--- src/rtl/chain_dma.sv ---
module chain_dma #(
  parameter int CNT_W  = 16,
  parameter int SYNC_W = 8,
  parameter int LOOP_W = 8
) (
  input  logic              clk,
  input  logic              rst,
  input  logic              start,
  input  logic [31:0]       start_addr,
  input  logic [LOOP_W-1:0] loop_init,
  input  logic              stop,
  input  logic              req_en,
  input  logic              periph_req,
  input  logic [SYNC_W-1:0] sync_in,
  output logic              mem_req,
  output logic              mem_we,
  output logic [31:0]       mem_addr,
  output logic [31:0]       mem_wdata,
  output logic [3:0]        mem_be,
  input  logic              mem_ack,
  input  logic              mem_err,
  input  logic [31:0]       mem_rdata,
  output logic              busy,
  output logic              done,
  output logic              err,
  output logic [CNT_W:0]    remain
);

  typedef enum logic [3:0] {S_IDLE, S_FETCH, S_DEC, S_WAIT, S_RD, S_WR, S_SYNC, S_IMM, S_FIN} st_t;

  st_t               st;
  logic [31:0]       dsc [4];
  logic [1:0]        fidx;
  logic [31:0]       cur, src, dst, unit;
  logic [CNT_W:0]    left;
  logic [7:0]        blk;
  logic [LOOP_W-1:0] loopc;
  logic              stop_pend, err_q;

  wire [1:0]       kind  = dsc[0][1:0];
  wire             dn    = dsc[0][2];
  wire             bmode = dsc[0][3];
  wire             decl  = dsc[0][4];
  wire [1:0]       usz   = dsc[0][6:5];
  wire [1:0]       sstep = dsc[0][8:7];
  wire             sneg  = dsc[0][9];
  wire [1:0]       dstep = dsc[0][11:10];
  wire             dneg  = dsc[0][12];
  wire [2:0]       bsz   = dsc[0][15:13];
  wire [CNT_W-1:0] cntf  = dsc[0][31 -: CNT_W];

  wire [31:0] ub  = 32'd1 << usz;
  wire [31:0] sd  = (sstep == 2'd3) ? 32'd0 : (ub << sstep);
  wire [31:0] dd  = (dstep == 2'd3) ? 32'd0 : (ub << dstep);
  wire [31:0] jmp = {{2{dsc[3][31]}}, dsc[3][31:2]};
  wire [31:0] tgt = dsc[3][1] ? cur + (jmp << 4) : {dsc[3][31:2], 2'b00};

  wire mis_s = (usz == 2'd1 && dsc[1][0]) || (usz == 2'd2 && dsc[1][1:0] != 2'b00);
  wire mis_d = (usz == 2'd1 && dsc[2][0]) || (usz == 2'd2 && dsc[2][1:0] != 2'b00);
  wire bad   = (kind == 2'd3) ||
               (kind == 2'd0 && (usz == 2'd3 || mis_s || mis_d)) ||
               (kind == 2'd2 && dsc[2][1:0] != 2'b00);
  wire match = ((sync_in ^ dsc[1][2*SYNC_W-1:SYNC_W]) & dsc[1][SYNC_W-1:0]) == '0;

  assign busy   = (st != S_IDLE);
  assign done   = (st == S_FIN) && dn;
  assign err    = err_q;
  assign remain = left;

  always_comb begin
    mem_req   = 1'b0;
    mem_we    = 1'b0;
    mem_addr  = 32'd0;
    mem_wdata = 32'd0;
    mem_be    = 4'd0;
    case (st)
      S_FETCH: begin
        mem_req  = 1'b1;
        mem_addr = cur + {28'd0, fidx, 2'b00};
      end
      S_RD: begin
        mem_req  = 1'b1;
        mem_addr = {src[31:2], 2'b00};
      end
      S_WR: begin
        mem_req  = 1'b1;
        mem_we   = 1'b1;
        mem_addr = {dst[31:2], 2'b00};
        case (usz)
          2'd0:    begin mem_wdata = {4{unit[7:0]}};  mem_be = 4'b0001 << dst[1:0]; end
          2'd1:    begin mem_wdata = {2{unit[15:0]}}; mem_be = 4'b0011 << dst[1:0]; end
          default: begin mem_wdata = unit;            mem_be = 4'b1111; end
        endcase
      end
      S_IMM: begin
        mem_req   = 1'b1;
        mem_we    = 1'b1;
        mem_addr  = dst;
        mem_wdata = dsc[1];
        mem_be    = 4'b1111;
      end
      default: ;
    endcase
  end

  always_ff @(posedge clk) begin
    if (rst) begin
      st <= S_IDLE;
      for (int i = 0; i < 4; i++) dsc[i] <= 32'd0;
      fidx <= 2'd0; cur <= 32'd0; src <= 32'd0; dst <= 32'd0; unit <= 32'd0;
      left <= '0; blk <= 8'd0; loopc <= '0; stop_pend <= 1'b0; err_q <= 1'b0;
    end else begin
      if (stop && st != S_IDLE) stop_pend <= 1'b1;
      case (st)
        S_IDLE: begin
          stop_pend <= 1'b0;
          if (start) begin
            err_q <= 1'b0;
            loopc <= loop_init;
            cur   <= start_addr;
            fidx  <= 2'd0;
            left  <= '0;
            if (start_addr[1:0] != 2'b00) err_q <= 1'b1;
            else st <= S_FETCH;
          end
        end
        S_FETCH: if (mem_ack) begin
          if (mem_err) begin err_q <= 1'b1; st <= S_IDLE; end
          else begin
            dsc[fidx] <= mem_rdata;
            fidx <= fidx + 2'd1;
            if (fidx == 2'd3) st <= S_DEC;
          end
        end
        S_DEC: begin
          src  <= dsc[1];
          dst  <= dsc[2];
          left <= (kind == 2'd0) ? {1'b0, cntf} + 1'b1 : '0;
          if (bad) begin err_q <= 1'b1; st <= S_IDLE; end
          else case (kind)
            2'd0:    st <= S_WAIT;
            2'd1:    st <= S_SYNC;
            default: st <= S_IMM;
          endcase
        end
        S_WAIT: begin
          if (stop_pend) st <= S_IDLE;
          else if (periph_req && req_en) begin
            blk <= 8'd1 << bsz;
            st  <= S_RD;
          end
        end
        S_RD: if (mem_ack) begin
          if (mem_err) begin err_q <= 1'b1; st <= S_IDLE; end
          else begin
            unit <= mem_rdata >> {src[1:0], 3'b000};
            st   <= S_WR;
          end
        end
        S_WR: if (mem_ack) begin
          if (mem_err) begin err_q <= 1'b1; st <= S_IDLE; end
          else begin
            src  <= sneg ? src - sd : src + sd;
            dst  <= dneg ? dst - dd : dst + dd;
            left <= left - 1'b1;
            blk  <= blk - 8'd1;
            if (left == 1) st <= S_FIN;
            else if (stop_pend || stop) st <= S_IDLE;
            else if (bmode && blk == 8'd1) st <= S_WAIT;
            else st <= S_RD;
          end
        end
        S_SYNC: begin
          if (stop_pend) st <= S_IDLE;
          else if (match) st <= S_FIN;
        end
        S_IMM: if (mem_ack) begin
          if (mem_err) begin err_q <= 1'b1; st <= S_IDLE; end
          else st <= S_FIN;
        end
        S_FIN: begin
          fidx <= 2'd0;
          if (stop_pend) st <= S_IDLE;
          else if (decl) begin
            st <= S_FETCH;
            if (loopc != '0) begin
              loopc <= loopc - 1'b1;
              cur   <= tgt;
            end else cur <= cur + 32'd16;
          end else if (dsc[3][0]) begin
            st  <= S_FETCH;
            cur <= tgt;
          end else st <= S_IDLE;
        end
        default: st <= S_IDLE;
      endcase
    end
  end

  AST_DONE_PULSE: assert property (@(posedge clk) disable iff (rst) done |=> !done);
  AST_REQ_HOLD: assert property (@(posedge clk) disable iff (rst)
    mem_req && !mem_ack |=> mem_req && $stable(mem_addr) && $stable(mem_we));
  AST_IDLE_QUIET: assert property (@(posedge clk) disable iff (rst) !busy |-> !mem_req);
  AST_BE_SHAPE: assert property (@(posedge clk) disable iff (rst)
    mem_req && mem_we |-> ($countones(mem_be) == 1 || $countones(mem_be) == 2 || $countones(mem_be) == 4));
  AST_ERR_HALT: assert property (@(posedge clk) disable iff (rst) $rose(err) |-> !busy);
  AST_REMAIN_STEP: assert property (@(posedge clk) disable iff (rst)
    (st == S_WR && mem_ack && !mem_err) |=> remain == $past(remain) - {{CNT_W{1'b0}}, 1'b1});
  AST_GATE_SHUT: assert property (@(posedge clk) disable iff (rst)
    (st == S_WAIT && !(periph_req && req_en)) |=> !mem_req);

endmodule

--- config.mk ---
export PLATFORM = sky130hd
export DESIGN_NAME = chain_dma
export DESIGN_NICKNAME = d
export VERILOG_FILES = /design/src/rtl/chain_dma.sv
export SDC_FILE = /design/constraint.sdc
export NUM_CORES = 1
export LEC_CHECK = 0
export BUFFER_PORTS_ARGS = -buffer_cell sky130_fd_sc_hd__clkbuf_2
export CORE_MARGIN = 2
export CORE_UTILIZATION = 62
export DETAILED_ROUTE_END_ITERATION = 12
export GPL_ROUTABILITY_DRIVEN = 0
export PLACE_DENSITY = 0.85
export SLEW_MARGIN = 10
export SYNTH_ARGS = -nofsm -noshare
export SYNTH_HDL_FRONTEND = slang
export SYNTH_SLANG_ARGS = --single-unit
--- constraint.sdc ---
create_clock -name clk -period 5.1 [get_ports clk]
set_input_delay 1.02 -clock clk [delete_from_list [all_inputs] [get_ports clk]]
set_output_delay 1.02 -clock clk [all_outputs]
set_load 0.1 [all_outputs]
==> results.md <==
- Antenna-violating nets left: 0
- WP data arrival: 3.77 ns
- Sequential cell area: 0.00723 sq mm
- Max_cap viols: 0
- DRT Pass-1 Iters: 6
- Post-synth ARST share: 0%
- Total gr overflow: 0
- Worst-path clk slew: 0.06 ns
- Outcome: finished, final reports clean
- Commonest non-fill, non-tap cells in the layout: 316 x nor2_1, 224 x a21oi_1, 223 x nand2_1, 177 x o21ai_0, 176 x clkbuf_2
- Worst Skew: 0.0182 ns
- Pleak: 0.00952 uW
- H-tree depth reported by CTS: 2
- Warnings from Yosys: 0
- CP max stage delay: 0.56 ns
- Core Region: 0.0345 sq mm
- Mux share of post-synthesis cell area: 3.26%
- Initial antenna violation count: 11
- Synthesized area: 0.0216 sq mm
- Fmax: 209 MHz
- Multi-input logic area: 0.0136 sq mm
- Sequential area share after synthesis: 33.5%
- Buf/Inv on CP: 1
- Final setup vio count: 0
- # rows: 68
- Peak VDD IR: 0.000243 V
- Drt first-iter violations: 3097
- CP Capture Type: primary output
- Filler Cell Count: 2717
- Resized Gates After CTS: 0
- Simple-gate share of the synthesized area: 23.4%
- XOR/XNOR Fraction of Synth Area: 5.52%
- Clock Sink Count: 297
- WL/cell: 23.5 microns
- Setup CP Type: flop to primary output
- Overall routing resource usage: 40.8%
- Die width: 191 microns
- EDFF count, synth: 128
- Post-synth top flop: dfxtp_1
- Yosys cell types: 95
- Endpoints failing hold: 0
- Num ports: 178
- Hold buffers post-CTS: 0
- Slew Viols, Final: 0
- CP Max Fanout: 9
- Unrepaired setup endpoints after global routing: false
- Area Overhead vs Synth: 10.6%
- Proportion of layout cells with a drive suffix above 1: 12.0%
- Die H: 191 microns
- Critical Path RT: 4.08 ns
- Actual transition at the worst max-transition pin: 1.16 ns
- Clock Path Buffers: 3
- Min cycle time layout: 4.79 ns
- Starting Density: 62.7%
- First-pass GRT wire length: 115000 microns
- Pwr/cell area: 276 mW/mm^2
- Min-Delay Path Class: flop to flop
- Overall power: 6590 uW
- Detailed Place HPWL: 52800 microns
- Worst path slowest cell: dfxtp_1
- Root buffer cell: clkbuf_16
- Adder-Cell Fraction of Synth Area: 6.57%
- Vias: 22300
- Relative slew slack: 22.0%
- Syn avg cell area: 8.10 sq um
- Buffers on Ports: 177
- Number of vias per cell: 6.91
- Vias in the first global route: 20500
- Non-filler cells, final: 3233
- Setup TNS Final: 0 ns
- Worst Hold Slack: 0.454 ns
- Remaining DRCs: 0
- Seq cells post-synth: 297
- Crit-path cells: ha_1 > nand2_4 > nor4_4 > and2_1 > nand2_1 > xnor2_1 > o21ai_0 > clkbuf_2
- Commonest non-fill, non-tap cell in the layout: nor2_1
- Maximum number of pins on one net before global-route repair: 169
- Fin nets: 2936
- Placed cell area: 0.0227 sq mm
- CP startpoint kind: flop
- Worst-Skew Late Latency: 0.55 ns
- Largest family of logic cells by synthesized area: compound AO/OA/AOI/OAI gates
- Complex-gate fraction of the synthesized area: 23.7%
- Synth Instances: 2666
- Non-Filler Cell Area, Final: 0.0239 sq mm
- Drt total wl: 75900 microns
- Final Cycle Share: 93.9%
- CTS buffer count: 35
- Total setup buffers inserted after CTS: 0
- Inst Count DP: 3155
- CTS tree: done
- Die area: 0.0363 sq mm
- CP delay by family, top: simple AND/OR/NAND/NOR gates
==> cell usage after synthesis, types with 16 or more instances <==
master    number  area, sq um
nor2_1       319         1200
a21oi_1      224         1120
nand2_1      224          841
o21ai_0      179          896
dfxtp_1      169         3380
and2_1       141          882
clkbuf_1     137          514
edfxtp_1     128         3840
ha_1         107         1340
nor3_1        92          460
nand3_1       75          375
xor2_1        73          639
a211oi_1      68          510
xnor2_1       63          552
a21o_1        53          398
mux2i_1       53          531
a22oi_1       52          390
inv_1         45          169
nand2b_1      30          188
a311oi_1      29          254
nor2b_1       28          175
nand4_1       27          169
buf_2         22          110
o211ai_1      20          150
a221oi_1      19          166
a31oi_1       16          100
buf_1         16         60.1
==> layer usage <==
layer / vias up / wire length, microns / share of wire (%) / GRT usage [%]
li1: 9867 / - / - / -
met1: 10300 / 27400 / 36 / 53.0
met2: 1820 / 32000 / 42 / 61.6
met3: 400 / 10800 / 14 / 9.59
met4: 6 / 5560 / 7.3 / 24.7
met5: - / 42 / 0.055 / 0
==> per-stage QoR <==
| stage | utilization (%) | setup WS, ns |
|---|---|---|
| global route | 69.2 | 0.0781 |
| CTS | 69.2 | 0.389 |
| detailed placement | 65.8 | 0.430 |
| finish | 69.3 | 0.313 |
| floorplan | - | 0.222 |
| global placement | 65.8 | 0.704 |
==> kinds of logic after synthesis <==
kind of cell | count (synthesis)
AOI/OAI and AO/OA | 791
xor gates and xnor gates | 136
adders and majority gates | 111
buffers and inverters | 225
DFF | 297
muxes | 68
other | 1
and+or+nand+nor | 1037
==> cell type report <==
type                            count  share of cell area [%]
Antenna cell                       14                   0.147
Clock buffer                       50                    4.11
Clock inverter                     14                   0.739
Inverter                           48                   0.755
Multi-Input combinational cell   2145                    56.8
Sequential cell                   297                    30.3
Tap cell                          455                    2.38
Timing Repair Buffer              210                    4.81
==> state kept, by name, summed over array words and instances (netlist names) <==
signal,cells
blk,8
cur,32
dsc,128
dst,32
err,1
fidx,2
loopc,8
remain,17
src,32
st,4
stop_pend,1
unit,32
==> tightest hold or removal path, cell delays in order (launching register included) <==
cell and delay, ns:
dfxtp_1 0.31, nand2_1 0.05, a21oi_1 0.05
==> power by group <==
part / internal [uW] / switching (uW)
registers: 2570 / 141
clock network: 1510 / 1080
logic: 421 / 859
==> path summary, 6_finish.rpt <==
path / from / end / slack (ns) / cells after the start
worst max-delay path: cur[5]$_SDFFE_PP0P_ / mem_addr[30] / 0.31 / 8
worst min-delay path: unit[29]$_SDFFE_PP0P_ / unit[29]$_SDFFE_PP0P_ / 0.45 / 2
worst max register to register: dsc[0][5]$_SDFFCE_PN0P_ / src[31]$_SDFFE_PP0P_ / 0.32 / 17
worst min register to register: unit[29]$_SDFFE_PP0P_ / unit[29]$_SDFFE_PP0P_ / 0.45 / 2
Power figures use the tool's default switching activity.
